==> src/rtl/evt_irq_pkg.sv <==
package evt_irq_pkg;
  localparam int LINE_CNT  = 13;
  localparam int WORD_W    = 32;
  localparam int GRACE_IDX = 9;

  // Event bit position for each interrupt line index (line order fixed).
  function automatic int unsigned line_bit(int unsigned idx);
    case (idx)
      0:       return 27;
      1:       return 26;
      2:       return 19;
      3:       return 20;
      4:       return 25;
      5:       return 24;
      6:       return 23;
      7:       return 21;
      8:       return 31;
      9:       return 28;
      10:      return 22;
      11:      return 29;
      default: return 30;
    endcase
  endfunction

  // Place a line-ordered vector onto its event-word positions.
  function automatic logic [WORD_W-1:0] spread(logic [LINE_CNT-1:0] src);
    logic [WORD_W-1:0] w;
    w = '0;
    for (int i = 0; i < LINE_CNT; i++) w[line_bit(i)] = src[i];
    return w;
  endfunction

  // Pick line-ordered bits back out of an event word.
  function automatic logic [LINE_CNT-1:0] gather(logic [WORD_W-1:0] w);
    logic [LINE_CNT-1:0] v;
    for (int i = 0; i < LINE_CNT; i++) v[i] = w[line_bit(i)];
    return v;
  endfunction

  // Mask of implemented event bits.
  function automatic logic [WORD_W-1:0] impl_bits();
    return spread({LINE_CNT{1'b1}});
  endfunction
endpackage

==> src/rtl/evt_bus_decode.sv <==
module evt_bus_decode #(
  parameter int ADDR_W    = 10,
  parameter logic [ADDR_W-1:0] EVT_OFS   = 10'h004,
  parameter logic [ADDR_W-1:0] MASK_OFS  = 10'h008,
  parameter logic [ADDR_W-1:0] TXCTL_OFS = 10'h0C4
) (
  input  logic [ADDR_W-1:0] addr,
  input  logic              wr,
  output logic              hit_evt,
  output logic              hit_mask,
  output logic              clr_we,
  output logic              mask_we,
  output logic              txctl_we
);
  assign hit_evt  = (addr == EVT_OFS);
  assign hit_mask = (addr == MASK_OFS);
  assign clr_we   = wr && hit_evt;
  assign mask_we  = wr && hit_mask;
  assign txctl_we = wr && (addr == TXCTL_OFS);

  always_comb begin
    assert ($countones({clr_we, mask_we, txctl_we}) <= 1)
      else $error("a_r9_one_target: write strobes more than one location");
  end
endmodule

==> src/rtl/evt_store.sv <==
module evt_store
  import evt_irq_pkg::*;
(
  input  logic              clk,
  input  logic              rst_n,
  input  logic [WORD_W-1:0] set_vec,
  input  logic              clr_we,
  input  logic [WORD_W-1:0] clr_val,
  input  logic              mask_we,
  input  logic [WORD_W-1:0] mask_val,
  output logic [WORD_W-1:0] evt_q,
  output logic [WORD_W-1:0] mask_q
);
  localparam logic [WORD_W-1:0] IMPL = impl_bits();

  logic [WORD_W-1:0] clr_eff;
  logic [WORD_W-1:0] evt_d;

  assign clr_eff = clr_we ? clr_val : '0;
  // Set is applied after clear so a same-cycle set wins.
  assign evt_d   = ((evt_q & ~clr_eff) | set_vec) & IMPL;

  always_ff @(posedge clk) begin
    if (!rst_n) begin
      evt_q  <= '0;
      mask_q <= '0;
    end else begin
      evt_q <= evt_d;
      if (mask_we) mask_q <= mask_val;
    end
  end

  a_r7_set_wins: assert property (@(posedge clk) disable iff (!rst_n)
    (|set_vec) |=> ((evt_q & $past(set_vec & IMPL)) == $past(set_vec & IMPL)));
  a_r3_clear_ones: assert property (@(posedge clk) disable iff (!rst_n)
    clr_we |=> ((evt_q & $past(clr_val & ~set_vec)) == '0));
  a_r2_rise_needs_set: assert property (@(posedge clk) disable iff (!rst_n)
    1'b1 |=> ((evt_q & ~$past(evt_q) & ~$past(set_vec)) == '0));
  a_r4_mask_replace: assert property (@(posedge clk) disable iff (!rst_n)
    mask_we |=> (mask_q == $past(mask_val)));
  a_r9_unimpl_zero: assert property (@(posedge clk) disable iff (!rst_n)
    (evt_q & ~IMPL) == '0);
endmodule

==> src/rtl/evt_line_out.sv <==
module evt_line_out
  import evt_irq_pkg::*;
(
  input  logic                clk,
  input  logic                rst_n,
  input  logic [WORD_W-1:0]   active_word,
  output logic [LINE_CNT-1:0] irq_q
);
  logic [LINE_CNT-1:0] active_lines;
  logic [LINE_CNT-1:0] changed;

  assign active_lines = gather(active_word);
  assign changed      = active_lines ^ irq_q;

  for (genvar g = 0; g < LINE_CNT; g++) begin : g_line
    always_ff @(posedge clk) begin
      if (!rst_n)          irq_q[g] <= 1'b0;
      else if (changed[g]) irq_q[g] <= active_lines[g];
    end
  end

  a_r8_follow_next: assert property (@(posedge clk) disable iff (!rst_n)
    (|changed) |=> (irq_q == $past(active_lines)));
  a_r8_hold_quiet: assert property (@(posedge clk) disable iff (!rst_n)
    (changed == '0) |=> $stable(irq_q));
endmodule

==> src/rtl/evt_irq_ctrl.sv <==
module evt_irq_ctrl
  import evt_irq_pkg::*;
#(
  parameter int ADDR_W = 10,
  parameter logic [ADDR_W-1:0] EVT_OFS   = 10'h004,
  parameter logic [ADDR_W-1:0] MASK_OFS  = 10'h008,
  parameter logic [ADDR_W-1:0] TXCTL_OFS = 10'h0C4
) (
  input  logic                clk,
  input  logic                rst_n,
  input  logic [ADDR_W-1:0]   bus_addr,
  input  logic                bus_wr,
  input  logic [WORD_W-1:0]   bus_wdata,
  output logic [WORD_W-1:0]   bus_rdata,
  input  logic [LINE_CNT-1:0] src_pulse,
  output logic [LINE_CNT-1:0] irq_o
);
  logic hit_evt, hit_mask, clr_we, mask_we, txctl_we;
  logic grace_req;
  logic [LINE_CNT-1:0] set_lines;
  logic [WORD_W-1:0]   set_vec, evt_q, mask_q, active_word;

  evt_bus_decode #(
    .ADDR_W(ADDR_W), .EVT_OFS(EVT_OFS), .MASK_OFS(MASK_OFS), .TXCTL_OFS(TXCTL_OFS)
  ) u_dec (
    .addr(bus_addr), .wr(bus_wr), .hit_evt(hit_evt), .hit_mask(hit_mask),
    .clr_we(clr_we), .mask_we(mask_we), .txctl_we(txctl_we)
  );

  // Graceful stop completes immediately on request.
  assign grace_req = txctl_we && bus_wdata[0];
  assign set_lines = src_pulse | (LINE_CNT'(grace_req) << GRACE_IDX);
  assign set_vec   = spread(set_lines);

  evt_store u_store (
    .clk(clk), .rst_n(rst_n), .set_vec(set_vec),
    .clr_we(clr_we), .clr_val(bus_wdata),
    .mask_we(mask_we), .mask_val(bus_wdata),
    .evt_q(evt_q), .mask_q(mask_q)
  );

  assign active_word = evt_q & mask_q;

  evt_line_out u_out (
    .clk(clk), .rst_n(rst_n), .active_word(active_word), .irq_q(irq_o)
  );

  always_comb begin
    if (hit_evt)       bus_rdata = evt_q;
    else if (hit_mask) bus_rdata = mask_q;
    else               bus_rdata = '0;
  end

  a_r6_grace_sets: assert property (@(posedge clk) disable iff (!rst_n)
    grace_req |=> evt_q[line_bit(GRACE_IDX)]);
endmodule

==> config.mk <==
export PLATFORM = sky130hd
export DESIGN_NAME = evt_irq_ctrl
export DESIGN_NICKNAME = d
export VERILOG_FILES = /design/src/rtl/evt_irq_pkg.sv /design/src/rtl/evt_bus_decode.sv /design/src/rtl/evt_store.sv /design/src/rtl/evt_line_out.sv /design/src/rtl/evt_irq_ctrl.sv
export SDC_FILE = /design/constraint.sdc
export NUM_CORES = 1
export LEC_CHECK = 0
export ABC_AREA = 1
export CAP_MARGIN = 40
export CORE_UTILIZATION = 65
export DETAILED_ROUTE_END_ITERATION = 8
export DONT_BUFFER_PORTS = 1
export GPL_ROUTABILITY_DRIVEN = 0
export GPL_TIMING_DRIVEN = 0
export PLACE_DENSITY_LB_ADDON = 0.05
export SLEW_MARGIN = 20
export SYNTH_ARGS = -nofsm -noshare
export SYNTH_HDL_FRONTEND = slang
export SYNTH_HIERARCHICAL = 1
export SYNTH_SLANG_ARGS = --single-unit
==> constraint.sdc <==
create_clock -name clk -period 1.95 [get_ports clk]
set_clock_uncertainty 0.2 [all_clocks]
set_input_delay 0.195 -clock clk [delete_from_list [all_inputs] [get_ports clk]]
set_output_delay 0.195 -clock clk [all_outputs]
set_load 0.1 [all_outputs]
==> results by stage, run 1 <==
Floorplan:
- The vertical die dimension is 68.32 um.
- The die is 68.32 um wide.
- The initial utilization of the core area, before any placement, comes to 0.6947.
- For this design the top-level I/O count stands at 103.
- The floorplan row count is 23.

Synth:
- The summed instance area of the synthesized netlist is 0.002859 mm2.
- The count of yosys warnings during synthesis is 6.
- The post-synthesis average cell area is 6.680 um2.
- The number of instances in the synthesized netlist is 428.

Status:
- The run stopped with a tool error.
- The first error in the log reads "[ERROR DPL-0033] detailed placement checks failed during check placement".
- The last flow stage reached is clock tree synthesis.

Place:
- The total half-perimeter wirelength after legalization and detailed placement is 5252 um.
- The total cell area at the placement stage is 0.003314 mm2.
- The count of input and output buffers is 0.

Clocking:
- No sink is reached through more buffers than the 2 on the longest clock path.
- The number of H-tree branching levels is 3.
- The number of hold buffers added after CTS was 52.
- The number of gates resized after CTS was 1.
- The number of buffers created by CTS is 9.
- The post-CTS repair timing setup buffer count is 0.
- The master cell of the clock root buffer is sky130_fd_sc_hd__clkbuf_8.
==> metrics by stage <==
stage / hold WS (ns) / worst slack [ns] / utilization / instances
after floorplan: 0.09263 / 0.02592 / - / 446
after global placement: 0.09879 / -0.1280 / 0.7446 / 496
after detailed placement: 0.1073 / -0.07034 / 0.8054 / 511
==> run 2, diff against run 1 <==
Settings changed: CORE_UTILIZATION 65 to 40, PLACE_DENSITY_LB_ADDON 0.05 to 0.15.
==> results by stage, run 2 <==
Clocking:
- The deepest clock path buffer count came to 2 (unchanged).
- The TritonCTS clock tree is built.
- The number of H-tree branching levels was 3 (unchanged).
- The clock latency of the later-clocked register in the worst-skew pair is 0.33 ns.
- The number of buffers created by CTS is 9 (unchanged).
- The post-CTS repair timing setup buffer count was 0 (unchanged).
- After clock tree synthesis, the clock-pin slew on the worst setup and hold paths is 0.07 ns.
- The master cell of the clock root buffer is sky130_fd_sc_hd__clkbuf_8.
- The number of clock sinks seen by CTS is 58.

Global routing:
- The number of global-route vias before repair is 2693.
- The wire length of the first global-routing pass is 12590 um.
- The overall routing resource usage is 0.2220.
- Entering global routing, the biggest net connects 11 pins.
- The initial antenna violation count is 0.
- The total congestion overflow after global routing is 0.

Worst setup path:
- The family with the most delay on the worst path is simple AND/OR/NAND/NOR gates.
- The reg-to-reg critical path startpoint is u_store/mask_q[31]$_SDFFE_PN0P_.
- The worst stage delay on the critical path is 0.28 ns.
- For the worst setup path, the data required time is 1.55 ns.
- The terminus of the critical flop-to-flop path is u_store/mask_q[31]$_SDFFE_PN0P_.
- The start-to-end type of the worst setup path is primary input to primary output.
- Among all stages on the critical path, the largest delay is contributed by sky130_fd_sc_hd__nand2_4.
- For flop-to-flop paths, the worst setup slack is 1.10 ns.
- The critical path startpoint category is a primary input.
- The arrival time at the worst endpoint is 1.39 ns.
- Together, buffers and inverters on the worst path number 4.
- The largest fanout on the critical path is 10.
- The worst register-to-register path has a depth of 2.
- The signal on the critical path passes through inv_2 -> nand2_2 -> nor2_2 -> nand3_2 -> inv_1 -> buf_6 -> buf_2 -> nand2_1 -> nand2_4.
- The critical path endpoint category is a primary output.

Place:
- The total cell area at the placement stage came to 0.003372 mm2 (+1.7%).
- The count of input and output buffers is 0 (unchanged).
- The pre-CTS setup slack was -0.05836 ns (+0.01197 ns).
- The total half-perimeter wirelength after legalization and detailed placement is 5203 um (-0.94%).

Hold path:
- The path class of the tightest hold or removal check is primary input to register.
- The worst hold path terminates at u_store/evt_q[30]$_SDFF_PN0_.
- The start point of the worst hold path is bus_wr.
- The worst hold path was traced through 5 stages.

Detailed routing:
- Once detail routing completed, the nets flagged for antenna violations numbered 0.
- The post-detailed-route via-to-cell ratio is 4.494.
- The number of vias in the routed layout is 2782.
- After detailed routing, the average wire length per cell comes to 12.60 um.
- The number of DRC violations after detailed-routing iteration 0 is 85.
- After detailed routing, the total wire length is 7802 um.
- For this run, design rule violations remaining after detail routing come to 0.
- The number of iterations in the first detailed-routing pass is 4.

Layout:
- The register with the most flip-flops in the final layout is u_store/mask_q.
- The library cells used most frequently in the layout, excluding fill and tap cells, are 90 x sky130_fd_sc_hd__nand2_1, 68 x sky130_fd_sc_hd__nor2_1, 58 x sky130_fd_sc_hd__dfxtp_1.
- In the final layout, the share of cells above drive strength 1 is 0.2161.
- The number of flip-flops under the largest register name is 32.
- The synthesis-to-finish area growth is 46.56%.
- The final standard cell area without fillers is 0.004190 mm2.
- The number of antenna diodes in the final layout is 0.
- The largest registers in the layout are u_store/mask_q x32, u_out/irq_q x13, u_store/evt_q x13.
- Once layout is complete, the utilization of the core stands at 0.6134.
- After the last flow step, the layout net total stands at 576.
- The leading cell type in the layout, fill and taps excluded is sky130_fd_sc_hd__nand2_1.

Floorplan:
- The die covers 0.007489 mm2.
- The floorplan row count is 30 (+30%).
- The top-level port count was 103 (unchanged).
- The overall die width came to 86.54 um (+27%).
- The vertical die dimension is 86.54 um (+27%).
- The total area inside the core boundary comes to 0.006832 mm2.
- The initial core utilization is 0.4185 (-0.2762).

Run:
- Max-cap violations in this run came to 0.

Timing:
- The achievable frequency is 561.6 MHz.
- The worst path in the final design needs a cycle of 1.781 ns, including I/O delays and setup.
- Setup repair after global routing left no endpoint under its margin.
- The count of final max-slew check failures was 0.
- The number of hold-slack violations in the final timing report is 0.
- The post-layout worst setup margin is 0.1692 ns.
- The final-report setup violation count is 0.
- The final clock period utilization by the worst path is 0.9132.

Power:
- The maximum vdd ir drop is 0.0003114 V.
- The power per unit of standard cell area is 604.5 mW/mm2.
- The analysis attributes to cell leakage a power of 2.148 nW.

Synth:
- The number of instances in the synthesized netlist is 428 (unchanged).
- The count of yosys warnings during synthesis is 6 (unchanged).
- The summed instance area of the synthesized netlist is 0.002859 mm2 (unchanged).
- The post-synthesis average cell area is 6.680 um2 (unchanged).

Status:
- The flow ran to the end, and the final reports show no timing, DRC or antenna violations.
## run 2: stage by stage
stage          instances  TNS, ns  hold WS [ns]  total power [mW]
2_1_floorplan        446        0       0.09263             1.328
3_3_place_gp         542  -0.9707       0.09605             1.345
3_5_place_dp         557   -1.215       0.09939             1.348
4_1_cts              619        0       0.03908             2.572
5_1_grt              619        0       0.07883             2.644
6_report             619        0       0.05742             2.533
## run 2: cell type report
| type | instances | area (um2) |
|---|---|---|
| clock buffers | 12 | 155.1 |
| clock inverters | 4 | 50.05 |
| multi-input cells | 296 | 1473 |
| flip-flops and latches | 58 | 1161 |
| fillers | 637 | 2641 |
| repair buffers | 61 | 710.7 |
| plain buffers | 41 | 329.1 |
| well taps | 96 | 120.1 |
| inverters | 51 | 191.4 |
## run 2: what timing repair did
action / in CTS / in global routing
hold endpoints to repair: 58 / 0
resized for setup: 30 / 1
hold buffers: 46 / 0
cloned: 0 / 0
setup endpoints to repair: 30 / 30
## run 2: worst max-delay path by stage
stage                         end  cells after the start        start  slack, ns
floorplan            bus_rdata[0]                      5  bus_addr[7]       0.03
finish              bus_rdata[31]                      9  bus_addr[3]       0.17
global placement     bus_rdata[0]                      5  bus_addr[1]      -0.12
detailed placement  bus_rdata[23]                      7  bus_addr[3]      -0.06
CTS                 bus_rdata[23]                      7  bus_addr[3]       0.05
global route        bus_rdata[31]                      9  bus_addr[3]       0.06
## run 2: worst min-delay path: cells and delay by family
family,cells,cell delay (ns)
AO/OA/AOI/OAI,1,0.10
AND/OR/NAND/NOR,3,0.18
buffers and inverters,1,0.07
## run 2: where the power goes
part | internal, mW | switching, mW | total [mW] | leakage, nW
combinational | 0.112 | 0.0765 | 0.188 | 1.58
sequential | 1.20 | 0.0148 | 1.22 | 0.471
clock | 0.658 | 0.468 | 1.13 | 0.0986
total | 1.97 | 0.560 | 2.53 | 2.15
## run 2: per-layer routing
layer | up-vias | GRT usage | wire, um
met5 | - | 0 | 0
met4 | 0 | 0.09242 | 149
met3 | 12 | 0.05524 | 496
met2 | 90 | 0.3867 | 3791
met1 | 1232 | 0.2598 | 3365
li1 | 1448 | - | -
No activity file was read; power rests on OpenSTA's default activity.
